### config.mk
export PLATFORM = sky130hd
export DESIGN_NAME = spi_addr_slave
export DESIGN_NICKNAME = d
export VERILOG_FILES = /design/src/rtl/sas_pkg.sv /design/src/rtl/sas_sync.sv /design/src/rtl/sas_hold.sv /design/src/rtl/sas_shift.sv /design/src/rtl/spi_addr_slave.sv
export SDC_FILE = /design/constraint.sdc
export NUM_CORES = 1
export LEC_CHECK = 0
export ABC_AREA = 1
export ABC_CLOCK_PERIOD_IN_PS = 5750
export BUFFER_PORTS_ARGS = -buffer_cell sky130_fd_sc_hd__buf_2
export CAP_MARGIN = 20
export CORE_ASPECT_RATIO = 1.75
export CORE_MARGIN = 5
export CORE_UTILIZATION = 60
export DETAILED_ROUTE_END_ITERATION = 8
export GPL_ROUTABILITY_DRIVEN = 0
export PLACE_DENSITY = 0.84
export SYNTH_ARGS = -nofsm -noshare
export SYNTH_HDL_FRONTEND = slang
export SYNTH_HIERARCHICAL = 1
export SYNTH_SLANG_ARGS = --single-unit
### constraint.sdc
create_clock -name clk -period 5.75 [get_ports clk]
set_input_delay 0.8625 -clock clk [delete_from_list [all_inputs] [get_ports clk]]
set_output_delay 0.8625 -clock clk [all_outputs]
set_load 0.01 [all_outputs]
### src/rtl/sas_pkg.sv
package sas_pkg;
  typedef enum logic [1:0] {
    FR_IDLE = 2'd0,
    FR_ADDR = 2'd1,
    FR_DATA = 2'd2,
    FR_SKIP = 2'd3
  } frame_e;

  // Address byte the slave answers to: identifier, two zero bits, strap pins
  function automatic logic [7:0] addr_byte(input logic [3:0] id, input logic [1:0] strap);
    return {id, 2'b00, strap};
  endfunction
endpackage

### src/rtl/sas_sync.sv
module sas_sync #(
  parameter int          W       = 4,
  parameter logic [W-1:0] RST_VAL = '0
) (
  input  logic         clk,
  input  logic         rst_n,
  input  logic [W-1:0] d,
  output logic [W-1:0] q
);
  for (genvar i = 0; i < W; i++) begin : g_bit
    logic [1:0] ff;
    always_ff @(posedge clk or negedge rst_n) begin
      if (!rst_n) ff <= {2{RST_VAL[i]}};
      else        ff <= {ff[0], d[i]};
    end
    assign q[i] = ff[1];
  end
endmodule

### src/rtl/sas_hold.sv
module sas_hold (
  input  logic clk,
  input  logic rst_n,
  input  logic frame_act,
  input  logic sck_lvl,
  input  logic hold_fall,
  input  logic hold_rise,
  output logic paused
);
  always_ff @(posedge clk or negedge rst_n) begin
    if (!rst_n)                                paused <= 1'b0;
    else if (!frame_act)                       paused <= 1'b0;
    else if (!paused && hold_fall && !sck_lvl) paused <= 1'b1;
    else if (paused && hold_rise && !sck_lvl)  paused <= 1'b0;
  end
endmodule

### src/rtl/sas_shift.sv
module sas_shift #(
  parameter int BITS  = 8,
  localparam int CW   = $clog2(BITS)
) (
  input  logic            clk,
  input  logic            rst_n,
  input  logic            clr,
  input  logic            rise_ev,
  input  logic            fall_ev,
  input  logic            sdi,
  input  logic            load,
  input  logic [BITS-1:0] load_val,
  output logic [BITS-1:0] rx_word,
  output logic            byte_done,
  output logic [CW-1:0]   bit_cnt,
  output logic            sdo
);
  logic [BITS-2:0] rx_sr;
  logic [BITS-1:0] tx_sr;

  assign byte_done = rise_ev && (bit_cnt == CW'(BITS - 1));
  assign rx_word   = {rx_sr, sdi};

  always_ff @(posedge clk or negedge rst_n) begin
    if (!rst_n) begin
      rx_sr <= '0; tx_sr <= '0; bit_cnt <= '0; sdo <= 1'b0;
    end else if (clr) begin
      rx_sr <= '0; tx_sr <= '0; bit_cnt <= '0; sdo <= 1'b0;
    end else begin
      if (rise_ev) begin
        rx_sr   <= rx_word[BITS-2:0];
        bit_cnt <= byte_done ? '0 : bit_cnt + 1'b1;
      end
      if (load) begin
        tx_sr <= load_val;
      end else if (fall_ev) begin
        sdo   <= tx_sr[BITS-1];
        tx_sr <= {tx_sr[BITS-2:0], 1'b0};
      end
    end
  end
endmodule

### src/rtl/spi_addr_slave.sv
module spi_addr_slave #(
  parameter int         BITS   = 8,
  parameter logic [3:0] DEV_ID = 4'b0101
) (
  input  logic            clk,
  input  logic            rst_n,
  input  logic            sck_i,
  input  logic            sdi_i,
  input  logic            csn_i,
  input  logic            holdn_i,
  input  logic [1:0]      strap_i,
  input  logic [BITS-1:0] tx_byte_i,
  output logic            sdo_o,
  output logic            sdo_oe_o,
  output logic [BITS-1:0] rx_byte_o,
  output logic            rx_valid_o,
  output logic            frame_ok_o,
  output logic            hold_o
);
  import sas_pkg::*;
  localparam int CW = $clog2(BITS);

  // Sync order {holdn, csn, sdi, sck}; csn resets low so a select held low
  // through reset produces no falling edge.
  logic [3:0] s_q;
  logic       sck_s, sdi_s, csn_s, holdn_s;
  logic       sck_p, csn_p, holdn_p;

  sas_sync #(.W(4), .RST_VAL(4'b1000)) u_sync (
    .clk(clk), .rst_n(rst_n),
    .d({holdn_i, csn_i, sdi_i, sck_i}), .q(s_q)
  );
  assign {holdn_s, csn_s, sdi_s, sck_s} = s_q;

  always_ff @(posedge clk or negedge rst_n) begin
    if (!rst_n) begin
      sck_p <= 1'b0; csn_p <= 1'b0; holdn_p <= 1'b1;
    end else begin
      sck_p <= sck_s; csn_p <= csn_s; holdn_p <= holdn_s;
    end
  end

  // Named events for assertions
  logic sck_rise, sck_fall, cs_fall, cs_rise, hold_fall, hold_rise;
  assign sck_rise  = sck_s & ~sck_p;
  assign sck_fall  = ~sck_s & sck_p;
  assign cs_fall   = ~csn_s & csn_p;
  assign cs_rise   = csn_s & ~csn_p;
  assign hold_fall = ~holdn_s & holdn_p;
  assign hold_rise = holdn_s & ~holdn_p;

  frame_e state;
  logic   frame_act, paused, rise_ev, fall_ev, byte_done, shift_sdo, load, clr;
  logic   addr_hit;
  logic [BITS-1:0] rx_word;
  logic [CW-1:0]   bit_cnt;

  assign frame_act = (state != FR_IDLE);
  assign rise_ev   = sck_rise & frame_act & ~paused & ~cs_rise;
  assign fall_ev   = sck_fall & frame_act & ~paused & ~cs_rise;
  assign addr_hit  = (rx_word == BITS'(addr_byte(DEV_ID, strap_i)));
  assign load      = byte_done & (((state == FR_ADDR) & addr_hit) | (state == FR_DATA));
  assign clr       = (state == FR_IDLE) | cs_rise;

  sas_hold u_hold (
    .clk(clk), .rst_n(rst_n), .frame_act(frame_act), .sck_lvl(sck_s),
    .hold_fall(hold_fall), .hold_rise(hold_rise), .paused(paused)
  );

  sas_shift #(.BITS(BITS)) u_shift (
    .clk(clk), .rst_n(rst_n), .clr(clr), .rise_ev(rise_ev), .fall_ev(fall_ev),
    .sdi(sdi_s), .load(load), .load_val(tx_byte_i), .rx_word(rx_word),
    .byte_done(byte_done), .bit_cnt(bit_cnt), .sdo(shift_sdo)
  );

  always_ff @(posedge clk or negedge rst_n) begin
    if (!rst_n)       state <= FR_IDLE;
    else if (cs_rise) state <= FR_IDLE;
    else if (cs_fall) state <= FR_ADDR;
    else if (byte_done && state == FR_ADDR)
      state <= addr_hit ? FR_DATA : FR_SKIP;
  end

  always_ff @(posedge clk or negedge rst_n) begin
    if (!rst_n) begin
      rx_valid_o <= 1'b0;
      rx_byte_o  <= '0;
    end else begin
      rx_valid_o <= byte_done & (state == FR_DATA);
      if (byte_done && state == FR_DATA) rx_byte_o <= rx_word;
    end
  end

  assign sdo_o      = shift_sdo & frame_act;
  assign sdo_oe_o   = frame_act;
  assign frame_ok_o = (state == FR_DATA);
  assign hold_o     = paused;
endmodule

# [Yosys cells after proc, flatten, opt, wreduce, memory -nomap -nowiden]
# Index checks and enable logic that the tools add are counted.
[totals] register_bits=42 latch_bits=0 ram_bits=0 romBits=0 in_bits=16 output_inout_bits=13 word_cells=82 memories=0
[classes] addsub=1 n_mul=0 n_div=0 n_lt_le_gt_ge=0 n_eq_ne=6 shift=0 mux=18 bitwise_logic=26 reduce_logical=16
[op_table] cell="$mux W8" count=3
[op_table] cell="$and A1 B1 Y1" count=16
[op_table] cell="$mux W7" count=2
[op_table] cell="$mux W3" count=3
[op_table] cell="$eq A8 B7 Y1" count=1
[op_table] cell="$not A1 Y1" count=8
[op_table] cell="$logic_and A1 B1 Y1" count=7
[op_table] cell="$mux W1" count=7
[op_table] cell="$mux W2" count=3
[op_table] cell="$reduce_bool A2 Y1" count=3
[op_table] cell="$reduce_bool A3 Y1" count=2
[op_table] cell="$add A3 B1 Y3 const B" count=1
[op_table] cell="$eq A3 B3 Y1 const B" count=1
[op_table] cell="$ne A3 B1 Y1 const B" count=1
[op_table] cell="$eq A2 B1 Y1 const B" count=1
[op_table] cell="$eq A2 B2 Y1 const B" count=1
[op_table] cell="$logic_not A1 Y1" count=2
[op_table] cell="$logic_not A2 Y1" count=1
[op_table] cell="$ne A2 B1 Y1 const B" count=1
[op_table] cell="$or A1 B1 Y1" count=2
[op_table] cell="$reduce_and A2 Y1" count=1

# [Longest topological paths before layout]
# Gate-level depths: netlist of run 1.
[logic_depth] word_depth=10 ltp_mapped=16 mapped_depth_nobuf=14

# [By module]
# Netlist of run 1, hierarchy kept.
[modules_own_cells] mod="sas_shift" instances=1 cells_each=117 area_per_inst_um2=904.6 seq_area_each_um2=475.5
[modules_own_cells] mod="spi_addr_slave" instances=1 cells_each=84 area_per_inst_um2=708.2 seq_area_each_um2=351.6
[modules_own_cells] mod="sas_sync" instances=1 cells_each=12 area_per_inst_um2=232.7 seq_area_each_um2=202.7
[modules_own_cells] mod="sas_hold" instances=1 cells_each=6 area_per_inst_um2=51.3 seq_area_each_um2=25.0

# [Worst setup path before layout of run 1]
# No wires, ideal clock.
[synth_path] path_type="register to register" startpoint="register u_sync.g_bit[2].ff[1]" endpoint="register u_shift.tx_sr[6]" setup_ns=0.116 t_arrival_ns=2.240 t_required_ns=5.634 setup_slack_ns=3.393 stages_incl_launch_ff=16 n_path_buf=2 synth_period_minus_slack_ns=2.357 cell_sequence="dfrtp_1 buf_4 ha_1 inv_1 nand2_2 nor3_1 nand2_1 inv_1 nand3_1 o21ai_0 inv_1 buf_4 nand2_1 nand2_1 nand2_1 nand2_1"
[synth_via] elab_cells_between_ends=10 classes_between="mux (2); bitwise (6); reduce/logical (2)"
[synth_rtl] item="start, declared" line="sas_sync.sv:11" source="logic [1:0] ff;"
[synth_rtl] item="start signal, assigned" line="sas_sync.sv:13" source="if (!rst_n) ff <= {2{RST_VAL[i]}};"
[synth_rtl] item="start signal, assigned" line="sas_sync.sv:14" source="else ff <= {ff[0], d[i]};"
[synth_rtl] item="$and A1 B1 Y1 (*)" line="spi_addr_slave.sv:48" source="assign cs_rise = csn_s & ~csn_p;"
[synth_rtl] item="$or A1 B1 Y1 (*)" line="spi_addr_slave.sv:63" source="assign clr = (state == FR_IDLE) | cs_rise;"
[synth_rtl] item="net clr" line="spi_addr_slave.sv:53" source="logic frame_act, paused, rise_ev, fall_ev, byte_done, shift_sdo, load, clr;"
[synth_rtl] item="$reduce_bool A3 Y1 (no line) or $mux W8 (tied branches)"
[synth_rtl] item="end signal, assigned" line="sas_shift.sv:35" source="tx_sr <= load_val;"
[synth_rtl] item="end signal, assigned" line="sas_shift.sv:38" source="tx_sr <= {tx_sr[BITS-2:0], 1'b0};"
[synth_rtl] item="end, declared" line="sas_shift.sv:19" source="logic [BITS-1:0] tx_sr;"
# The timed path passes the listed nets; every way through them passes the cells marked *.
# A chain may end at the register's enable or synchronous reset.

# [Final worst setup path of run 1]
[layout_path] startpoint="register u_sync.g_bit[2].ff[1]" endpoint="register u_shift.tx_sr[7]"
# The elaborated chain is that of the path after synthesis.

==> flow_summary.yaml, run 1 <==
power:
  p_total_mw: 0.542
  total_leakage_power_nw: 1.23
  power_switching_share_pct: 23.7
  pwr_density_cell_nw_per_um2: 256
  power.combinational.fraction_pct: 7.9
  p_int_mw: 0.414
  peakVddDrop_mv: 0.232
  total_switching_power_mw: 0.129
  seq_power_share_pct: 57.0
  power_frac_clock_pct: 35.1
worst_setup_path:
  timing_worst_setup_path_type: "register to register"
  setup.worst_path.end_class: "register"
  crit_required_ps: 5940
  timing.critical_path.fanout_max: 15
  setup.worst_path.start_class: "register"
  worst_ep_arrival_time_ps: 2640
timing:
  setup_viol: 0
  post_route_hold_slack_ps: 351
  worst_clock_skew_ps: 7.17
  min_period_ps: 2450
  max_slew_margin_pct: 40.2
  layout_worst_path_cycle_share_pct: 42.6
  setup_slack_ps: 3300
  rsz0062_at_grt: "no"
  max_freq_ghz: 0.408
  finalMaxSlewViolations: 0
  tightestPinTransition_ps: 897
  tns_ps: 0
  timing.final.hold_violations: 0
synth:
  syn-num-nets: 239
  synth.distinct_cells: 24
  synth_top_area_share_pct: 51.5
  post_synth_inst_count: 219
  number_of_warnings_reported_in_the_yosys_synthesis_log: 6
  synth_area_um2: 1900
  synth_edf_count: 0
  biggest_area_contributors_in_the_synthesized_netlist: "dfrtp_1 51%, nand2_1 19%, dfstp_2 4.2%"
  syn_avg_cell_area_um2: 8.66
  synth_area_leader_cell: "dfrtp_1"
  share_of_synthesized_area_occupied_by_flip_flops_and_latches_pct: 55.6
  ys_async_sr_fraction_pct: 100
  synth_ff_type: "dfrtp_1"
  number_of_synthesized_register_bits: 42
hold_path:
  holdCritPathClass: "register to register"
layout:
  final_cells: 291
  layout-drive-gt1-share_pct: 23.4
  layout.nets: 267
  filler_cell_count: 272
  layout.core_utilization_pct: 68.3
  antenna_cells_inserted: 0
  area_taken_by_multi_input_logic_gates_um2: 684
  layout.area.seq_um2: 1050
  syn2layout_area_growth_pct: 11.9
  cell_area_after_layout_um2: 2120
floorplan:
  floorplan.die_area_um2: 4430
  chipWidth_um: 52.5
  pin_count: 29
  initial_utilization_pct: 61.0
  row_count: 27
  die_height_um: 84.4
  placeableCoreArea_um2: 3110
placement:
  port-buffer-count: 28
  hpwlAfterDp_mm: 2.39
  place.detailed.instances: 283
  preCtsSetupSlack_ps: 3290
  placed_area_um2: 2030
routing:
  routed_wl_mm: 3.24
  vias_per_cell: 4.74
  post-route-drc-count: 0
  wl_per_cell_um: 11.1
  route.vias.total: 1380
  drtPass1Iterations: 4
  drt_iter0_drc: 25
  final_antenna_net_count: 0
cts:
  post_cts_buffers: 0
  path_clk_slew_ps: 80
  clock_tree_from_tritoncts: "yes"
  clock_root_buffer: "clkbuf_8"
  post_cts.resized_instances: 0
  worst_skew_pair.late_latency_ps: 290
  hold_fix_buffers_cts: 0
  clkSinkCount: 42
  ctsHtreeMaxLevel: 2
  clock_tree.buffer_depth: 2
  numCtsBuffers: 5
grt:
  grt_max_degree: 43
  antenna_found_initial: 0
  globalRouteTotalUtil_pct: 18.1
  vias_in_the_first_global_route: 1381
  grt_overflow: 0
  grt_first_pass_wirelength_mm: 5.96
flow_run:
  max-cap-violations: 0
outcome:
  run_status: "finished clean"
-- flip-flops by register name (all words and copies together), names as in the netlist, 2 cells and up --
signal,cells
rx_byte_o,8
state,2
u_shift/bit_cnt,3
u_shift/rx_sr,7
u_shift/tx_sr,8
u_sync/g_bit.ff,8
-- cell usage after synthesis (2+ instances only) --
cell / n
a21oi_1: 2
buf_4: 6
buf_6: 2
dfrtp_1: 39
dfstp_2: 3
ha_1: 4
inv_1: 21
inv_2: 3
nand2_1: 98
nand2_2: 2
nand3_1: 13
nor2_1: 6
nor2_2: 5
o21ai_0: 2
o21ai_2: 4
-- final cells by class --
| cell class | count | area share (%) |
|---|---|---|
| flip-flops and latches | 42 | 49.7 |
| multi-input cells | 145 | 32.3 |
| repair buffers | 29 | 6.96 |
| inverters | 24 | 4.25 |
| clock buffers | 7 | 4.07 |
| well taps | 43 | 2.54 |
| clock inverters | 1 | 0.236 |
-- per-layer routing --
metal / wire length (um) / global-route usage (%) / share of wire [%]
met4: 76 / 8.37 / 2.3
met3: 147 / 4.80 / 4.5
met1: 1320 / 21.4 / 41
met2: 1700 / 29.8 / 52
met5: 0 / 0 / 0
-- path summary, 6_finish.rpt --
path,start,cells after the start,slack [ps],to
min in group asynchronous,rst_n,1,700,sck_p$_DFF_PN0_
hold reg to reg,u_sync/g_bit[1].ff[0]$_DFF_PN0_,0,350,u_sync/g_bit[1].ff[1]$_DFF_PN0_
setup / recovery,u_sync/g_bit[2].ff[1]$_DFF_PN0_,14,3300,u_shift/tx_sr[7]$_DFFE_PN0P_
setup reg to reg,u_sync/g_bit[2].ff[1]$_DFF_PN0_,14,3300,u_shift/tx_sr[7]$_DFFE_PN0P_
max in group asynchronous,rst_n,1,4490,rx_byte_o[1]$_DFFE_PN0P_
hold / removal,u_sync/g_bit[1].ff[0]$_DFF_PN0_,0,350,u_sync/g_bit[1].ff[1]$_DFF_PN0_
-- power by group through the flow --
| stage | clock (mW) | sequential, mW | combinational (mW) |
|---|---|---|---|
| after floorplan | 0 | 0.313 | 0.0278 |
| after detailed placement | 0 | 0.315 | 0.0435 |
| after CTS | 0.198 | 0.309 | 0.0440 |
| after global routing | 0.209 | 0.310 | 0.0487 |
| final | 0.190 | 0.309 | 0.0430 |
| after global placement | 0 | 0.314 | 0.0430 |
-- cell usage in the layout (no fill, tap or decap), types with 2 or more instances in the layout --
cell type / count
nand2_2: 2
dfstp_2: 3
nor2_1: 6
a21oi_1: 2
inv_2: 3
ha_1: 4
dfrtp_1: 39
o21ai_2: 4
o21ai_0: 2
nand3_1: 13
nand2_1: 98
nor2_2: 5
clkbuf_8: 6
inv_1: 21
buf_2: 28
-- critical path: stages, from the launching register on --
cell     delay, ps
dfrtp_1        400
ha_1           210
inv_1           70
nand2_2        130
nor3_1         360
nand2_1        100
inv_1          120
nand3_1        140
o21ai_0        180
buf_4          190
inv_1          190
nand2_1        110
nand2_1         50
nand2_1         60
nand2_1         50
-- kinds of logic (layout without fill, tap and decap cells) --
kind of cell	Yosys count	after routing	share of synthesized area, %
adder cells (fa/ha/maj)	4	4	2.64
AO/OA/AOI/OAI	10	10	3.69
flip-flops	42	42	55.6
AND/OR/NAND/NOR	131	131	29.7
buffers and inverters	32	61	8.31
No activity file was read; power rests on OpenSTA's default activity.
==> run 2: changes to the inputs <==
ABC_CLOCK_PERIOD_IN_PS = 1970   (was 5750)
CORE_UTILIZATION = 50   (was 60)
PLACE_DENSITY = 0.74   (was 0.84)
clock period = 1.97 ns   (was 5.75 ns; I/O delays follow)
==> flow_summary.yaml, run 2 (synthesized netlist as in run 1, its figures left out) <==
power:
  peakVddDrop_mv: 0.543
  power_frac_clock_pct: 34.4
  power.combinational.fraction_pct: 9.8
  power_switching_share_pct: 24.0
  pwr_density_cell_nw_per_um2: 712
  p_total_mw: 1.61
  p_int_mw: 1.22
  seq_power_share_pct: 55.8
  total_leakage_power_nw: 1.28
  total_switching_power_mw: 0.388
timing:
  tightestPinTransition_ps: 457
  setup_viol: 0
  rsz0062_at_grt: "yes"
  min_period_ps: 1870
  max_freq_ghz: 0.536
  finalMaxSlewViolations: 0
  tns_ps: 0
  post_route_hold_slack_ps: 109
  max_slew_margin_pct: 69.3
  layout_worst_path_cycle_share_pct: 94.7
  setup_slack_ps: 105
  worst_clock_skew_ps: 7.42
  timing.final.hold_violations: 0
routing:
  route.vias.total: 1494
  post-route-drc-count: 0
  wl_per_cell_um: 12.6
  vias_per_cell: 4.91
  drt_iter0_drc: 31
  drtPass1Iterations: 6
  final_antenna_net_count: 0
  routed_wl_mm: 3.83
worst_setup_path:
  crit_required_ps: 2150
  critical_path.max_stage_delay_ps: 420
  critical-path-top-delay-family: "simple AND/OR/NAND/NOR gates"
  regToRegEndpoint: "u_shift/tx_sr[1]$_DFFE_PN0P_"
  rrSetupSlack_ps: 100
  timing_worst_setup_path_type: "register to register"
  setup.worst_path.end_class: "register"
  cpMaxStageDelayCell: "dfrtp_1"
  worst_path_most_repeated_cell: "nand2_1"
  ff2ff_path_depth: 13
  timing.critical_path.fanout_max: 15
  cells_along_the_critical_path: "ha_4, inv_2, nand2_4, nor3_4, nand2_1, inv_2, nand3_4, o21ai_4, inv_4, nand2_1, nand2_1, nand2_1, nand2_1"
  path_buf_inv: 3
  setup.worst_path.start_class: "register"
  worst_ep_arrival_time_ps: 2040
  worstReg2RegStart: "u_sync/g_bit[2].ff[1]$_DFF_PN0_"
grt:
  globalRouteTotalUtil_pct: 16.0
  vias_in_the_first_global_route: 1460
  antenna_found_initial: 0
  grt_max_degree: 22
  grt_first_pass_wirelength_mm: 6.68
  grt_overflow: 0
layout:
  filler_cell_count: 336
  layout-drive-gt1-share_pct: 28.7
  area_taken_by_multi_input_logic_gates_um2: 742
  antenna_cells_inserted: 0
  layout_commonest_cell: "nand2_1"
  syn2layout_area_growth_pct: 19.4
  layout.area.seq_um2: 1050
  mostFrequentLayoutCells: "98 x nand2_1, 39 x dfrtp_1, 29 x buf_2"
  layout.nets: 277
  layout_top_registers: "rx_byte_o: 8 flops, u_shift/tx_sr: 8 flops, u_sync/g_bit.ff: 8 flops"
floorplan:
  placeableCoreArea_um2: 3660
  initial_utilization_pct: 51.8
  floorplan.die_area_um2: 5170
  die_height_um: 91.5
  pin_count: 29
  row_count: 29
  chipWidth_um: 56.6
cts:
  numCtsBuffers: 5
  ctsHtreeMaxLevel: 2
  worst_skew_pair.late_latency_ps: 280
  clkSinkCount: 42
  path_clk_slew_ps: 80
  clock_tree.buffer_depth: 2
  clock_root_buffer: "clkbuf_8"
  clock_tree_from_tritoncts: "yes"
hold_path:
  holdPathEnd: "u_sync/g_bit[2].ff[0]$_DFF_PN0_"
  worstHoldPathCells: 1
  hp-start: "csn_i"
  holdCritPathClass: "input pin to register"
outcome:
  run_status: "finished clean"
placement:
  preCtsSetupSlack_ps: 73.8
  hpwlAfterDp_mm: 2.89
  port-buffer-count: 28
flow_run:
  max-cap-violations: 0
[run 2: cell count changes in the layout (fill, tap and decap cells not counted), sizes merged]
cell	previous run	this run
buf	29	38
dlygate4sd3	0	1
[run 2: per-layer routing]
layer | wire length [um] | up-vias | track usage [%]
met5 | 0 | - | 0
met4 | 42 | 0 | 4.55
met3 | 169 | 4 | 3.97
met2 | 2070 | 32 | 28.2
met1 | 1550 | 719 | 19.0
li1 | - | 739 | -
[run 2: timing repair]
| action | CTS | global route |
|---|---|---|
| setup buffers | 0 | 3 |
| endpoints found under the hold margin | 4 | 0 |
| hold buffers | 1 | 0 |
| setup endpoints to repair | 0 | 9 |
| gates resized for setup | 0 | 2 |
[run 2: area by class of cell]
class                           instances  share of cell area (%)
Clock buffer                            7                    3.81
Clock inverter                          1                   0.221
Inverter                               24                    4.09
Multi-Input combinational cell        145                    32.8
Sequential cell                        42                    46.6
Tap cell                               46                    2.54
Timing Repair Buffer                   39                    10.0
[run 2: per-stage QoR]
step,utilization (%),area (um2),instances
after global placement,58.1,2130,291
after floorplan,-,1960,219
after detailed placement,58.1,2130,291
after global routing,61.8,2260,304
final,61.8,2260,304
after CTS,60.9,2230,300
[run 2: how the worst max path moves through the flow]
| stage | depth (start not counted) | endpoint | from | slack, ps |
|---|---|---|---|---|
| after CTS | 13 | u_shift/tx_sr[1]$_DFFE_PN0P_ | u_sync/g_bit[2].ff[1]$_DFF_PN0_ | 60 |
| after floorplan | 15 | u_shift/tx_sr[1]$_DFFE_PN0P_ | u_sync/g_bit[2].ff[1]$_DFF_PN0_ | 1 |
| after detailed placement | 13 | u_shift/tx_sr[1]$_DFFE_PN0P_ | u_sync/g_bit[2].ff[1]$_DFF_PN0_ | 70 |
| after global placement | 13 | u_shift/tx_sr[6]$_DFFE_PN0P_ | u_sync/g_bit[2].ff[1]$_DFF_PN0_ | 140 |
| after global routing | 13 | u_shift/tx_sr[1]$_DFFE_PN0P_ | u_sync/g_bit[2].ff[1]$_DFF_PN0_ | -50 |
| final | 13 | u_shift/tx_sr[1]$_DFFE_PN0P_ | u_sync/g_bit[2].ff[1]$_DFF_PN0_ | 100 |
[run 2: power by group through the flow]
stage	Sequential [mW]	Clock (mW)	Combinational [mW]
final	0.900	0.554	0.158
after global routing	0.902	0.619	0.177
after CTS	0.900	0.568	0.159
after detailed placement	0.916	0	0.158
after global placement	0.915	0	0.154
after floorplan	0.916	0	0.0912
==> run 3: changes to the inputs <==
PLACE_DENSITY = 0.77   (was 0.74)
==> flow_summary.yaml, run 3 (synthesized netlist as in run 1, its figures left out) <==
timing:
  tightestPinTransition_ps: 479
  finalMaxSlewViolations: 0
  min_period_ps: 1920
  max_freq_ghz: 0.521
  setup_viol: 0
  layout_worst_path_cycle_share_pct: 97.4
  rsz0062_at_grt: "yes"
  max_slew_margin_pct: 67.8
  post_route_hold_slack_ps: 89.6
  timing.final.hold_violations: 0
  setup_slack_ps: 51.7
  worst_clock_skew_ps: 7.19
routing:
  drtPass1Iterations: 4
  post-route-drc-count: 0
  wl_per_cell_um: 12.4
  routed_wl_mm: 3.77
  vias_per_cell: 4.80
  route.vias.total: 1460
  final_antenna_net_count: 0
  drt_iter0_drc: 52
power:
  p_total_mw: 1.65
  pwr_density_cell_nw_per_um2: 723
  total_leakage_power_nw: 1.29
  peakVddDrop_mv: 0.616
worst_setup_path:
  timing_worst_setup_path_type: "register to register"
  worst_ep_arrival_time_ps: 2150
  setup.worst_path.end_class: "register"
  timing.critical_path.fanout_max: 7
  crit_required_ps: 2200
  setup.worst_path.start_class: "register"
layout:
  mostFrequentLayoutCells: "98 x nand2_1, 39 x dfrtp_1, 28 x buf_2"
  layout_top_registers: "rx_byte_o: 8 flops, u_shift/tx_sr: 8 flops, u_sync/g_bit.ff: 8 flops"
  filler_cell_count: 306
  layout.core_utilization_pct: 62.3
  layout.nets: 277
  syn2layout_area_growth_pct: 20.4
  layout_commonest_cell: "nand2_1"
  antenna_cells_inserted: 0
  area_taken_by_multi_input_logic_gates_um2: 742
  layout-drive-gt1-share_pct: 29.1
  layout.area.seq_um2: 1050
cts:
  clock_tree.buffer_depth: 2
  path_clk_slew_ps: 80
  ctsHtreeMaxLevel: 2
  clkSinkCount: 42
  clock_tree_from_tritoncts: "yes"
  clock_root_buffer: "clkbuf_8"
  numCtsBuffers: 5
  worst_skew_pair.late_latency_ps: 290
floorplan:
  die_height_um: 91.5
  row_count: 29
  chipWidth_um: 56.6
  placeableCoreArea_um2: 3660
  initial_utilization_pct: 51.8
  pin_count: 29
  floorplan.die_area_um2: 5170
grt:
  globalRouteTotalUtil_pct: 15.8
  grt_first_pass_wirelength_mm: 6.40
  antenna_found_initial: 0
  global_route.peak_usage_layer: "met2"
  grt_max_degree: 26
  gr-usage-met2_pct: 26.9
  grt_overflow: 0
  vias_in_the_first_global_route: 1425
  grtUsageMet1_pct: 17.8
  gr-usage-met3_pct: 3.69
placement:
  preCtsSetupSlack_ps: 65.3
  port-buffer-count: 28
  hpwlAfterDp_mm: 2.74
outcome:
  run_status: "finished clean"
hold_path:
  holdCritPathClass: "input pin to register"
flow_run:
  max-cap-violations: 0
[run 3: cell types whose count changed in the layout (fill, tap and decap cells not counted), sizes merged]
cell	change
clkbuf	-1
clkinvlp	+1
inv	+1
clkinv	-1
[run 3: area by class of cell]
type | instances | area share [%]
sequential | 42 | 46.2
clock buffer | 6 | 3.62
clock inverter | 2 | 0.712
inverter | 24 | 4.05
multi-input combinational | 145 | 32.5
tap | 46 | 2.52
timing repair buffer | 39 | 10.4
[run 3: path summary, 6_finish.rpt]
path                                            startpoint                               to  slack (ps)  cells after the start
min                                                holdn_i  u_sync/g_bit[3].ff[0]$_DFF_PN1_          90                      1
max                        u_sync/g_bit[2].ff[1]$_DFF_PN0_     u_shift/tx_sr[5]$_DFFE_PN0P_          50                     12
max reg2reg                u_sync/g_bit[2].ff[1]$_DFF_PN0_     u_shift/tx_sr[5]$_DFFE_PN0P_          50                     12
min in group asynchronous                            rst_n     u_shift/tx_sr[1]$_DFFE_PN0P_         470                      2
min reg2reg                u_sync/g_bit[0].ff[0]$_DFF_PN0_  u_sync/g_bit[0].ff[1]$_DFF_PN0_         350                      0
max in group asynchronous                            rst_n  u_sync/g_bit[3].ff[0]$_DFF_PN1_         960                      3
[run 3: per-layer routing]
metal	up-vias	part of all wire, %
met3	9	3.9
met2	34	53
met1	675	40
met5	-	0
met4	0	2.9
li1	742	-
[run 3: stage by stage]
step / std cells / cell area (um2) / TNS [ps]
6_report: 304 / 2280 / 0
5_1_grt: 304 / 2280 / -349
4_1_cts: 300 / 2250 / 0
3_5_place_dp: 291 / 2140 / 0
3_3_place_gp: 291 / 2140 / 0
2_1_floorplan: 219 / 1960 / 0
[run 3: repair_timing]
item                       in CTS  in global routing
hold buffers                    1                  0
resized for setup               0                  1
setup buffers                   0                  4
hold endpoints to repair       16                  0
setup endpoints to repair       0                  9
[run 3: where the power goes]
group	total, mW	internal [mW]	switching, mW
Sequential	0.900	0.883	0.0164
Clock	0.590	0.288	0.302
Combinational	0.162	0.0609	0.101
[run 3: worst max-delay path, cell delays in order (launching register included)]
cell and delay, ps:
dfrtp_1 430, ha_4 180, inv_2 60, nand2_4 50, nor3_4 170, nand2_1 80
inv_2 80, nand3_4 100, o21ai_4 270, nor2_2 90, nor2_4 180, nand2_1 70
nand2_1 70
